`config.mk`:
```
export PLATFORM = sky130hd
export DESIGN_NAME = ll_desc_walker
export DESIGN_NICKNAME = d
export VERILOG_FILES = /design/src/rtl/ldw_pkg.sv /design/src/rtl/ldw_seq.sv /design/src/rtl/ldw_regs.sv /design/src/rtl/ll_desc_walker.sv
export SDC_FILE = /design/constraint.sdc
export NUM_CORES = 1
export LEC_CHECK = 0
export BUFFER_PORTS_ARGS = -buffer_cell sky130_fd_sc_hd__buf_2
export CELL_PAD_IN_SITES_DETAIL_PLACEMENT = 1
export CELL_PAD_IN_SITES_GLOBAL_PLACEMENT = 2
export CORE_MARGIN = 8
export CORE_UTILIZATION = 29
export CTS_BUF_LIST = sky130_fd_sc_hd__clkbuf_4 sky130_fd_sc_hd__clkbuf_8 sky130_fd_sc_hd__clkbuf_16
export CTS_CLUSTER_DIAMETER = 30
export DETAILED_ROUTE_END_ITERATION = 10
export GPL_TIMING_DRIVEN = 0
export PLACE_DENSITY = 0.84
export SLEW_MARGIN = 0
export SYNTH_ARGS = -nofsm -noshare
export SYNTH_HDL_FRONTEND = slang
export SYNTH_SLANG_ARGS = --single-unit
export TNS_END_PERCENT = 1
```
`constraint.sdc`:
```
create_clock -name clk -period 6.1 [get_ports clk]
set_clock_uncertainty 0.15 [all_clocks]
set_input_delay 1.22 -clock clk [delete_from_list [all_inputs] [get_ports clk]]
set_output_delay 1.22 -clock clk [all_outputs]
set_load 0.03 [all_outputs]
```
`src/rtl/ldw_pkg.sv`:
```
package ldw_pkg;

    localparam int WORD_W     = 32;
    localparam int SIZE_W     = 12;
    localparam int DESC_WORDS = 4;
    localparam int IDX_W      = $clog2(DESC_WORDS);
    localparam int HI_W       = WORD_W - SIZE_W;

    localparam int BIT_INC_SRC = 16;
    localparam int BIT_INC_DST = 17;
    localparam int BIT_SEL_SRC = 18;
    localparam int BIT_SEL_DST = 19;
    localparam int BIT_EOL     = 20;

    localparam logic [IDX_W-1:0] IDX_CTRL = IDX_W'(0);
    localparam logic [IDX_W-1:0] IDX_SRC  = IDX_W'(1);
    localparam logic [IDX_W-1:0] IDX_DST  = IDX_W'(2);
    localparam logic [IDX_W-1:0] IDX_LINK = IDX_W'(DESC_WORDS - 1);

    typedef enum logic [1:0] {
        ST_IDLE  = 2'd0,
        ST_READ  = 2'd1,
        ST_WBACK = 2'd2
    } walk_state_e;

    typedef struct packed {
        logic sel_dst;
        logic sel_src;
        logic inc_dst;
        logic inc_src;
    } xfer_flags_t;

    typedef struct packed {
        xfer_flags_t             flags;
        logic                    eol;
        logic [SIZE_W-1:0]       size;
        logic [HI_W-1:0]         upper;
    } ctrl_fields_t;

    function automatic ctrl_fields_t split_ctrl(input logic [WORD_W-1:0] w);
        ctrl_fields_t f;
        f.flags.inc_src = w[BIT_INC_SRC];
        f.flags.inc_dst = w[BIT_INC_DST];
        f.flags.sel_src = w[BIT_SEL_SRC];
        f.flags.sel_dst = w[BIT_SEL_DST];
        f.eol           = w[BIT_EOL];
        f.size          = w[SIZE_W-1:0];
        f.upper         = w[WORD_W-1:SIZE_W];
        return f;
    endfunction

    function automatic logic [WORD_W-1:0] word_offset(input logic [IDX_W-1:0] idx);
        return WORD_W'({idx, 2'b00});
    endfunction

endpackage

```
`src/rtl/ldw_seq.sv`:
```
module ldw_seq
    import ldw_pkg::*;
(
    input  logic             clk,
    input  logic             rst,
    input  logic             fetch_req,
    input  logic             wb_req,
    input  logic             wb_allowed,
    input  logic             mem_ack,
    output logic             busy,
    output logic             done,
    output logic             mem_req,
    output logic             mem_we,
    output logic             in_wback,
    output logic [IDX_W-1:0] word_idx,
    output logic             cap_stb,
    output logic             wb_stb
);

    walk_state_e      state_q;
    logic [IDX_W-1:0] idx_q;
    logic             done_q;

    always_ff @(posedge clk) begin
        if (rst) begin
            state_q <= ST_IDLE;
            idx_q   <= '0;
            done_q  <= 1'b0;
        end else begin
            done_q <= 1'b0;
            unique case (state_q)
                ST_IDLE: begin
                    if (fetch_req) begin
                        state_q <= ST_READ;
                        idx_q   <= IDX_CTRL;
                    end else if (wb_req && wb_allowed) begin
                        state_q <= ST_WBACK;
                    end
                end
                ST_READ: begin
                    if (mem_ack) begin
                        if (idx_q == IDX_LINK) begin
                            state_q <= ST_IDLE;
                            idx_q   <= '0;
                            done_q  <= 1'b1;
                        end else begin
                            idx_q <= idx_q + IDX_W'(1);
                        end
                    end
                end
                ST_WBACK: begin
                    if (mem_ack) begin
                        state_q <= ST_IDLE;
                        done_q  <= 1'b1;
                    end
                end
                default: state_q <= ST_IDLE;
            endcase
        end
    end

    always_comb begin
        busy     = (state_q != ST_IDLE);
        mem_req  = (state_q == ST_READ) || (state_q == ST_WBACK);
        mem_we   = (state_q == ST_WBACK);
        in_wback = (state_q == ST_WBACK);
        word_idx = idx_q;
        cap_stb  = (state_q == ST_READ) && mem_ack;
        wb_stb   = (state_q == ST_WBACK) && mem_ack;
        done     = done_q;
    end

endmodule

```
`src/rtl/ldw_regs.sv`:
```
module ldw_regs
    import ldw_pkg::*;
(
    input  logic              clk,
    input  logic              rst,
    input  logic              idle,
    input  logic              ptr_load,
    input  logic [WORD_W-1:0] ptr_wdata,
    input  logic              cap_stb,
    input  logic [IDX_W-1:0]  word_idx,
    input  logic [WORD_W-1:0] rdata,
    input  logic              wb_stb,
    input  logic              in_wback,
    input  logic [SIZE_W-1:0] xfer_count,
    output xfer_flags_t       flags,
    output logic [SIZE_W-1:0] tot_size,
    output logic [WORD_W-1:0] src_addr,
    output logic [WORD_W-1:0] dst_addr,
    output logic [WORD_W-1:0] cur_desc,
    output logic [WORD_W-1:0] desc_ptr,
    output logic              chain_more,
    output logic [WORD_W-1:0] acc_addr,
    output logic [WORD_W-1:0] wb_word
);

    ctrl_fields_t      fields;
    logic [HI_W-1:0]   upper_q;
    logic [SIZE_W-1:0] remaining;

    always_comb begin
        fields    = split_ctrl(rdata);
        remaining = tot_size - xfer_count;
        wb_word   = {upper_q, remaining};
        acc_addr  = in_wback ? cur_desc : (desc_ptr + word_offset(word_idx));
    end

    always_ff @(posedge clk) begin
        if (rst) begin
            flags      <= '0;
            tot_size   <= '0;
            src_addr   <= '0;
            dst_addr   <= '0;
            cur_desc   <= '0;
            desc_ptr   <= '0;
            chain_more <= 1'b0;
            upper_q    <= '0;
        end else if (cap_stb) begin
            unique case (word_idx)
                IDX_CTRL: begin
                    flags      <= fields.flags;
                    tot_size   <= fields.size;
                    chain_more <= ~fields.eol;
                    upper_q    <= fields.upper;
                end
                IDX_SRC: src_addr <= rdata;
                IDX_DST: dst_addr <= rdata;
                default: begin
                    cur_desc <= desc_ptr;
                    desc_ptr <= rdata;
                end
            endcase
        end else if (wb_stb) begin
            tot_size <= remaining;
        end else if (idle && ptr_load) begin
            desc_ptr <= ptr_wdata;
        end
    end

endmodule

```
`src/rtl/ll_desc_walker.sv`:
```
module ll_desc_walker
    import ldw_pkg::*;
(
    input  logic              clk,
    input  logic              rst,
    input  logic              fetch_req,
    input  logic              wb_req,
    input  logic              wb_en,
    input  logic              desc_mode,
    input  logic [SIZE_W-1:0] xfer_count,
    input  logic              ptr_load,
    input  logic [WORD_W-1:0] ptr_wdata,
    output logic              mem_req,
    output logic              mem_we,
    output logic [WORD_W-1:0] mem_addr,
    output logic [WORD_W-1:0] mem_wdata,
    input  logic              mem_ack,
    input  logic [WORD_W-1:0] mem_rdata,
    output logic              busy,
    output logic              done,
    output logic              inc_src,
    output logic              inc_dst,
    output logic              sel_src,
    output logic              sel_dst,
    output logic [SIZE_W-1:0] tot_size,
    output logic [WORD_W-1:0] src_addr,
    output logic [WORD_W-1:0] dst_addr,
    output logic [WORD_W-1:0] cur_desc,
    output logic [WORD_W-1:0] desc_ptr,
    output logic              chain_more
);

    logic             in_wback;
    logic [IDX_W-1:0] word_idx;
    logic             cap_stb;
    logic             wb_stb;
    xfer_flags_t      flags;

    ldw_seq u_seq (
        .clk        (clk),
        .rst        (rst),
        .fetch_req  (fetch_req),
        .wb_req     (wb_req),
        .wb_allowed (wb_en && desc_mode),
        .mem_ack    (mem_ack),
        .busy       (busy),
        .done       (done),
        .mem_req    (mem_req),
        .mem_we     (mem_we),
        .in_wback   (in_wback),
        .word_idx   (word_idx),
        .cap_stb    (cap_stb),
        .wb_stb     (wb_stb)
    );

    ldw_regs u_regs (
        .clk        (clk),
        .rst        (rst),
        .idle       (!busy),
        .ptr_load   (ptr_load),
        .ptr_wdata  (ptr_wdata),
        .cap_stb    (cap_stb),
        .word_idx   (word_idx),
        .rdata      (mem_rdata),
        .wb_stb     (wb_stb),
        .in_wback   (in_wback),
        .xfer_count (xfer_count),
        .flags      (flags),
        .tot_size   (tot_size),
        .src_addr   (src_addr),
        .dst_addr   (dst_addr),
        .cur_desc   (cur_desc),
        .desc_ptr   (desc_ptr),
        .chain_more (chain_more),
        .acc_addr   (mem_addr),
        .wb_word    (mem_wdata)
    );

    always_comb begin
        inc_src = flags.inc_src;
        inc_dst = flags.inc_dst;
        sel_src = flags.sel_src;
        sel_dst = flags.sel_dst;
    end

endmodule

```
==> metrics.txt, run 1 <==
r2r startpoint u_seq.state_q[1]; Setup Crit Path Kind in -> out; Hold Crit Endpoint u_regs.upper_q[14]; R2R Setup Slk around 3400 ps; Seq cells post-synth 166; initial antenna violation count 4; Initial Util 0.295; Slew Limit Fails 0; First-pass DRT Iterations 4; slowest cell delay on critical path roughly 390 ps; clock buffer depth 2; post-synthesis net count 1170; final worst slack about 1500 ps; FF-to-FF End u_regs.desc_ptr[4]; Tcrit/Tclk final 0.757; fmax roughly 220 MHz; Die Footprint 0.0330 mm^2; Clock Latency Late Sink 430 ps; total of max-cap violations 0; Core Area 0.0270 mm^2; worst-margin pin slew 982 ps; NumNets Final 1484; setup repair after global routing missed its margin false; largest area contributor in the netlist dfxtp_1; most frequent cells in the layout 354 x nand2_1, 313 x buf_2, 166 x dfxtp_1; outcome completed; share of flip-flops with an asynchronous set or reset 0; Root Buffer clkbuf_16; Setup WS pre-CTS 1570 ps; Cell variety after synth 57; Main synth FF type dfxtp_1; Avg Cell Area, Syn around 7.5 um^2; register area share after synthesis 0.418; routed length per instance roughly 21 um; Hold Crit Class reg -> reg; Max-Slew Margin vs Limit 0.345; largest cells by area after synthesis dfxtp_1 42%, nand2_1 17%, a21oi_1 8.4%; buffers added on ports 295; CP Capture Type output port; Power, Total 3080 uW; htree depth 4; fin crit period 4620 ps; post-CTS sizing 0; Hold Path Stages 2; Worst-path clk slew ~70 ps; Area growth syn-to-layout 31.4%; Post-synth EDFFs 0; vias in the first global route 9033; Post-DP HPWL 28.7 mm; hold path start u_regs.upper_q[14]; final setup fails 0; Placed Cells 1700; first-pass GRT wire length 54.8 mm; Placer Congestion 0.860; largest net degree at the start of global routing 17; Req. time, crit path 4730 ps; VDD IR-drop max 0.000140 V; GRT Resource Usage Total 0.214; CTS Buf Count 17; die height 182 um; Filler cells 3495; Finished Layout Cells around 1700; Boundary Pins 297; Hold Fails Final Rpt 0; Hold Buf Count CTS 0; arrival time worst endpoint 3250 ps; post-CTS setup buffers 0; vias per std cell 4.97; DRT Wirelength 36.0 mm; setup tns final 0 ps; DRC 0; CP Launch Type primary input; Die W 182 um; # rows 60; layout cells sized above 1 0.264; reg2reg path depth 8; Routed Antenna Nets 0; most common cell after layout, fill and taps aside nand2_1; Worst Path Max Fanout 8; PD cells 295 mW/mm^2; Remaining Overflow, GRT 0; Critical Path, Cell by Cell buf_2 -> inv_1 -> ha_1 -> a21oi_1 -> nand2_1 -> o21ai_0 -> mux2_2 -> nand2_1 -> buf_2; Yosys warning total 0; Vias 8612; initial DRC count 347; Synth Instances 1064; clk sinks around 170; Crit-path slowest cell mux2_2; Post-Syn Area 0.00795 mm^2; Leakage 0.00457 uW; post-synth top area share 0.418; CTS tree done
[power breakdown]
part	internal (uW)	switching (uW)
clock	614	505
sequential	1130	68.2
combinational	229	534
[cell families (layout without fill, tap and decap cells)]
kind of cell / Yosys count / after routing / share of synthesized area
compound gates: 237 / 237 / 0.176
other cells: 0 / 1 / 0
simple gates: 492 / 492 / 0.266
xor+xnor: 32 / 32 / 0.0353
flops: 166 / 166 / 0.418
fa+ha+maj: 22 / 22 / 0.0365
buf+inv: 106 / 433 / 0.0559
mux: 9 / 9 / 0.0124
[routing by layer]
metal,GRT usage,share of wire,vias to the layer above,wire length (um)
li1,-,-,4222,-
met1,0.262,0.44,4113,15800
met2,0.358,0.47,232,16800
met3,0.0645,0.073,39,2630
met4,0.0571,0.019,6,682
met5,0,0.0011,-,38
[registers in the layout, indices dropped and copies added (netlist names)]
register,flops
u_regs.cur_desc,32
u_regs.desc_ptr,32
u_regs.dst_addr,32
u_regs.src_addr,32
u_regs.upper_q,20
u_regs.tot_size,12
u_seq.state_q,2
u_seq.word_idx,2
u_regs.chain_more,1
u_seq.done,1
[synthesized netlist by cell type, types with 3 or more instances]
cell type	instances
or3_1	5
mux2_2	7
inv_1	26
and4_1	4
buf_2	18
nor4_2	3
a21o_1	5
ha_1	20
xor2_1	10
nand2b_1	4
a31oi_1	8
xnor2_1	22
o21ai_1	6
buf_1	3
nor3_1	13
o21ai_0	32
buf_4	4
a21oi_1	133
nand3_1	18
nand4_1	6
and3_1	7
dfxtp_1	166
and2_1	7
o211ai_1	4
o2111ai_1	3
clkbuf_1	53
nand2_1	354
nor2b_1	4
a311oi_1	31
o21a_1	3
nor2_1	51
nor3b_1	3
[cell type report]
cell class,instances,area [um^2],area share
Antenna cell,1,2.50,0.000240
Buffer,80,347,0.0332
Clock buffer,17,425,0.0407
Clock inverter,15,164,0.0157
Inverter,26,97.6,0.00934
Multi-Input combinational cell,792,4180,0.400
Sequential cell,166,3320,0.318
Tap cell,341,427,0.0409
Timing Repair Buffer,295,1480,0.141
[worst max-delay path: cells and delay by family]
| family | cells | cell delay [ps] |
|---|---|---|
| adders and majority gates | 1 | 380 |
| AOI/OAI and AO/OA | 2 | 640 |
| buffers and inverters | 3 | 320 |
| muxes | 1 | 390 |
| and+or+nand+nor | 2 | 300 |
[metrics by stage]
stage               area [um^2]  utilization  hold WS (ps)
finish                    10400        0.388           301
CTS                       10400        0.387           304
detailed placement         9850        0.366           294
global route              10400        0.388           320
global placement           9850        0.366           289
floorplan                  7950            -           344
[how the worst max path moves through the flow]
stage | cells after the start | end | start
2_1_floorplan | 7 | mem_wdata[10] | xfer_count[0]
3_3_place_gp | 9 | mem_wdata[11] | xfer_count[4]
3_5_place_dp | 9 | mem_wdata[11] | xfer_count[4]
4_1_cts | 9 | mem_wdata[11] | xfer_count[4]
5_1_grt | 9 | mem_wdata[11] | xfer_count[4]
6_report | 9 | mem_wdata[11] | xfer_count[4]
Power figures use the tool's default switching activity.
==> run 2, diff against run 1 <==
Settings changed: CORE_UTILIZATION 29 to 27, PLACE_DENSITY 0.84 to 0.79.
Clock period 6.1 ns to 4.4 ns, I/O delays scaled along.
==> run 2 against run 1 <==
Net effect:
- combinational power grew 38%
- core utilization shrank 2.9 points
- highest routed layer unchanged
- largest cell class unchanged
- global-route usage down 1.3 points
- clock-buffer cell count grew 1
- sequential share of layout area down 0.20 points
- critical path type is now reg -> out
- largest power group unchanged
==> metrics.txt, run 2 (synthesis results as in run 1) <==
switching share of power 0.365 (+0.00607); Stages on worst setup path 10 (+1); worst path bufs/invs 3 (unchanged); Area growth syn-to-layout 32.2%; Pint 2700 uW (+37%); clock buffer depth 2 (unchanged); Hold Fails Final Rpt 0 (unchanged); Post-DP HPWL 28.7 mm (+0.35%); arrival time worst endpoint 3100 ps (-150 ps); Leakage 0.00456 uW (-0.25%); Die W 188 um (+3.3%); VDD IR-drop max 0.000251 V (+79%); initial antenna violation count 3 (-1); Setup WS pre-CTS 578 ps (-992 ps); clk sinks 166 (unchanged); final worst slack 271 ps (-1210 ps); Multi-input gate area 0.00418 mm^2 (unchanged); sw power 1550 uW (+40%); Placer Congestion 0.835 (-2.9%); setup repair after global routing missed its margin false; vias per std cell 4.84 (-2.6%); Hold Path Stages 2 (unchanged); largest net degree at the start of global routing 18 (+1); PD cells 405 mW/mm^2 (+37%); Gate power share 0.247 (about the same); Core Area 0.0293 mm^2 (+8.8%); CP Launch Type register; Max-Slew Margin vs Limit 0.424 (+0.0783); Remaining Overflow, GRT 0 (unchanged); layout cells sized above 1 0.264 (unchanged); initial DRC count 347 (unchanged); First-pass DRT Iterations 5 (+1); Setup Crit Path Kind reg -> out; Hold Buf Count CTS 0 (unchanged); slowest cell delay on critical path 430 ps (+40 ps); Initial Util 0.271 (-0.0239); post-CTS setup buffers 0 (unchanged); die height 188 um (+3.3%); family with the most delay on the worst path simple AND/OR/NAND/NOR gates; CP Capture Type output port; most frequent cells in the layout 354 x nand2_1, 313 x buf_2, 166 x dfxtp_1; CP most frequent cell buf_2; Worst-path clk slew 70 ps (about the same); Boundary Pins 297 (unchanged); routed length per instance 20.3 um (-2.5%); GRT Resource Usage Total 0.201 (-0.0126); hold_ws 304 ps (+2.87 ps); outcome completed; Flop pwr share 0.391 (about the same); DRT Wirelength 36.1 mm (+0.34%); Worst Path Max Fanout 8 (unchanged); fin crit period roughly 4100 ps; buffers added on ports 295 (unchanged); Die Footprint 0.0352 mm^2 (+6.7%); Critical Path, Cell by Cell ha_1 -> inv_1 -> fa_1 -> and4b_1 -> buf_2 -> nand4_4 -> nor3_1 -> xor2_1 -> mux2_2 -> buf_2; total of max-cap violations 0 (unchanged); Tcrit/Tclk final 0.938; vias in the first global route 8933 (-1.1%); Req. time, crit path 3370 ps (-1360 ps); most common cell after layout, fill and taps aside nand2_1; fmax 242 MHz; FF+latch area 0.00332 mm^2 (unchanged); Clock Latency Late Sink 430 ps (about the same); Routed Antenna Nets 0 (unchanged); post-CTS sizing 0 (unchanged); Slew Limit Fails 0 (unchanged); first-pass GRT wire length 55.3 mm (+0.87%); final setup fails 0 (unchanged); NumNets Final 1484 (unchanged); Root Buffer clkbuf_16; setup tns final 0 ps (unchanged); reg2reg path depth 8 (unchanged); # rows 63 (+5.0%); DRC 0 (unchanged); worst-margin pin slew 865 ps (-118 ps); CTS Buf Count 17 (unchanged); clock power share 0.362 (about the same); htree depth 4 (unchanged); CTS tree done; Hold Crit Class reg -> reg; Crit-path slowest cell fa_1; Filler cells 3743 (+7.1%); Vias 8626 (+0.16%)
[run 2: area by class of cell]
cell class / instances / share of cell area
plain buffers: 80 / 0.0330
multi-input cells: 792 / 0.398
clock inverters: 14 / 0.0151
flip-flops and latches: 166 / 0.316
inverters: 26 / 0.00929
repair buffers: 295 / 0.140
well taps: 390 / 0.0464
diodes: 2 / 0.000476
clock buffers: 18 / 0.0412
[run 2: path summary, 6_finish.rpt]
check                                         start                  end  slack [ps]
worst min register to register  u_regs.dst_addr[30]  u_regs.dst_addr[30]         300
worst min-delay path            u_regs.dst_addr[30]  u_regs.dst_addr[30]         300
worst max-delay path              u_seq.word_idx[0]         mem_addr[28]         270
worst max register to register     u_seq.state_q[1]   u_regs.desc_ptr[2]        1640
[run 2: layer usage]
| metal | wire, um | global-route usage | part of all wire | vias up |
|---|---|---|---|---|
| met5 | 11 | 0 | 0.00030 | - |
| met4 | 637 | 0.0521 | 0.018 | 2 |
| met3 | 2140 | 0.0511 | 0.059 | 29 |
| met2 | 16700 | 0.331 | 0.46 | 223 |
| met1 | 16600 | 0.258 | 0.46 | 4163 |
| li1 | - | - | - | 4209 |
[run 2: worst register-to-register path, cell delays in order (launching register included)]
cell and delay [ps]:
dfxtp_1 340, inv_1 90, ha_1 240, and2_1 160, buf_2 200, nand2_1 260
nand2_1 410, clkbuf_1 560, a311oi_1 200
[run 2: through the flow]
step / power, uW / utilization / instance area [um^2] / instances
2_1_floorplan: 2360 / - / 7950 / 1064
3_3_place_gp: 2750 / 0.338 / 9910 / 1749
3_5_place_dp: 2770 / 0.338 / 9910 / 1749
4_1_cts: 4310 / 0.358 / 10500 / 1781
5_1_grt: 4470 / 0.358 / 10500 / 1783
6_report: 4260 / 0.358 / 10500 / 1783
[run 2: power groups by stage]
stage / combinational (uW) / clock [uW] / sequential [uW]
detailed placement: 1070 / 0 / 1700
CTS: 1070 / 1580 / 1660
global placement: 1060 / 0 / 1700
finish: 1050 / 1540 / 1660
global route: 1140 / 1650 / 1680
floorplan: 562 / 0 / 1800
==> run 3, diff against run 2 <==
Settings changed: CORE_ASPECT_RATIO set to 1.2, PLACE_DENSITY 0.79 to unset, PLACE_DENSITY_LB_ADDON set to 0.25.
==> run 3 against run 2 <==
Net effect:
- setup slack better by 31 ps
- critical path type unchanged
- non-clock buffer count unchanged
- global-route usage down 0.43 points
- wire length down 2.0%
- critical endpoint unchanged
- clock power up 5%
- critical path depth unchanged
- core utilization up 0.14 points
- largest power group unchanged
- flip-flop and latch count unchanged
- highest routed layer unchanged
- fmax up 0.76%
- die area about the same
==> metrics.txt, run 3 (synthesis results as in run 1) <==
VDD IR-drop max 0.000273 V (+9.0%); Leakage 0.00458 uW (+0.39%); vias in the first global route 8967 (+0.38%); Hold Buf Count CTS 0 (unchanged); Max-Slew Margin vs Limit 0.478 (+0.0542); Finished Layout Cells 1781 (-0.11%); Area growth syn-to-layout 32.5%; most common cell after layout, fill and taps aside nand2_1; htree depth 4 (unchanged); Root Buffer clkbuf_16; Hold Fails Final Rpt 0 (unchanged); clk sinks 166 (unchanged); setup tns final 0 ps (unchanged); Die W 173 um (-8.0%); GRT Resource Usage Total 0.197 (-0.00431); CP Launch Type register; CTS tree done; worst-margin pin slew 783 ps (-81.3 ps); Crit-path slowest cell fa_1; CP Capture Type output port; DRT Wirelength 35.4 mm (-2.0%); Clock Latency Late Sink 440 ps (about the same); Slew Limit Fails 0 (unchanged); Boundary Pins 297 (unchanged); setup repair after global routing missed its margin false; die height 204 um (+8.7%); vias per std cell 4.79 (-1.1%); post-CTS sizing 0 (unchanged); slowest cell delay on critical path 430 ps (about the same); Final Util 0.360 (+0.00137); routed length per instance 19.9 um (-1.9%); final setup fails 0 (unchanged); layout cells sized above 1 0.264 (unchanged); Die Footprint 0.0352 mm^2 (about the same); DRC 0 (unchanged); First-pass DRT Iterations 5 (unchanged); # diodes 0 (-2); Critical Path, Cell by Cell ha_1 -> inv_1 -> fa_1 -> and4b_1 -> buf_2 -> nand4_4 -> nor3_1 -> xor2_1 -> mux2_2 -> buf_2; initial DRC count 291 (-16%); # rows 69 (+9.5%); arrival time worst endpoint 3070 ps (-30 ps); worst path bufs/invs 3 (unchanged); Post-DP HPWL 28.7 mm (about the same); CP most frequent cell buf_2; clock buffer depth 2 (unchanged); Worst Path Max Fanout 8 (unchanged); Placed Cells 1749 (unchanged); total of max-cap violations 0 (unchanged); fmax 244 MHz (+0.76%); NumNets Final 1484 (unchanged); Routed Antenna Nets 0 (unchanged); outcome completed; Worst-path clk slew 60 ps (about the same); Placer Congestion 0.838 (+0.38%); post-CTS setup buffers 0 (unchanged); Core Area 0.0293 mm^2 (-0.19%); Setup Crit Path Kind reg -> out; CTS Buf Count 17 (unchanged); Hold Crit Class reg -> reg; first-pass GRT wire length 53.9 mm (-2.4%); PD cells 410 mW/mm^2 (+1.3%); buffers added on ports 295 (unchanged); Vias 8525 (-1.2%); Req. time, crit path 3370 ps (about the same); largest net degree at the start of global routing 17 (-1); Tcrit/Tclk final 0.931 (-0.00706); Remaining Overflow, GRT 0 (unchanged); family with the most delay on the worst path simple AND/OR/NAND/NOR gates; initial antenna violation count 2 (-1); fin crit period 4100 ps (-31.1 ps); Initial Util 0.272 (+0.000522); most frequent cells in the layout 354 x nand2_1, 313 x buf_2, 166 x dfxtp_1
-- run 3: metal layers --
layer	up-vias	track usage	share of wire
li1	4198	-	-
met1	4064	0.236	0.43
met2	224	0.340	0.49
met3	35	0.0505	0.059
met4	4	0.0607	0.022
met5	-	0	0.00076
-- run 3: path summary, 6_finish.rpt --
path	end	slack [ps]	start	cells after the start
worst max-delay path	mem_addr[28]	300	u_seq.word_idx[0]	10
worst min-delay path	u_regs.src_addr[20]	300	u_regs.src_addr[20]	2
worst max register to register	u_regs.desc_ptr[2]	1830	u_seq.state_q[1]	8
worst min register to register	u_regs.src_addr[20]	300	u_regs.src_addr[20]	2
-- run 3: cell type report --
type	count	area, um^2
plain buffers	80	347
flip-flops and latches	166	3320
clock buffers	17	425
fillers	3753	18700
inverters	26	97.6
well taps	390	488
clock inverters	15	191
multi-input cells	792	4180
repair buffers	295	1480
-- run 3: tightest hold or removal path, cell delays in order (launching register included) --
cell and delay, ps:
dfxtp_1 310, nand2_1 50, a21oi_1 50
-- run 3: power by group --
| group | leakage, uW | switching, uW | internal [uW] |
|---|---|---|---|
| sequential | 0.00135 | 93.4 | 1570 |
| combinational | 0.00294 | 722 | 317 |
| clock | 0.000298 | 709 | 910 |
| total | 0.00458 | 1520 | 2800 |
-- run 3: stage by stage --
step	instance area [um^2]	hold slack, ps	power, uW	setup WS (ps)
2_1_floorplan	7950	344	2360	719
3_3_place_gp	9910	290	2740	563
3_5_place_dp	9910	295	2760	555
4_1_cts	10500	305	4370	244
5_1_grt	10500	326	4520	93.8
6_report	10500	303	4320	302
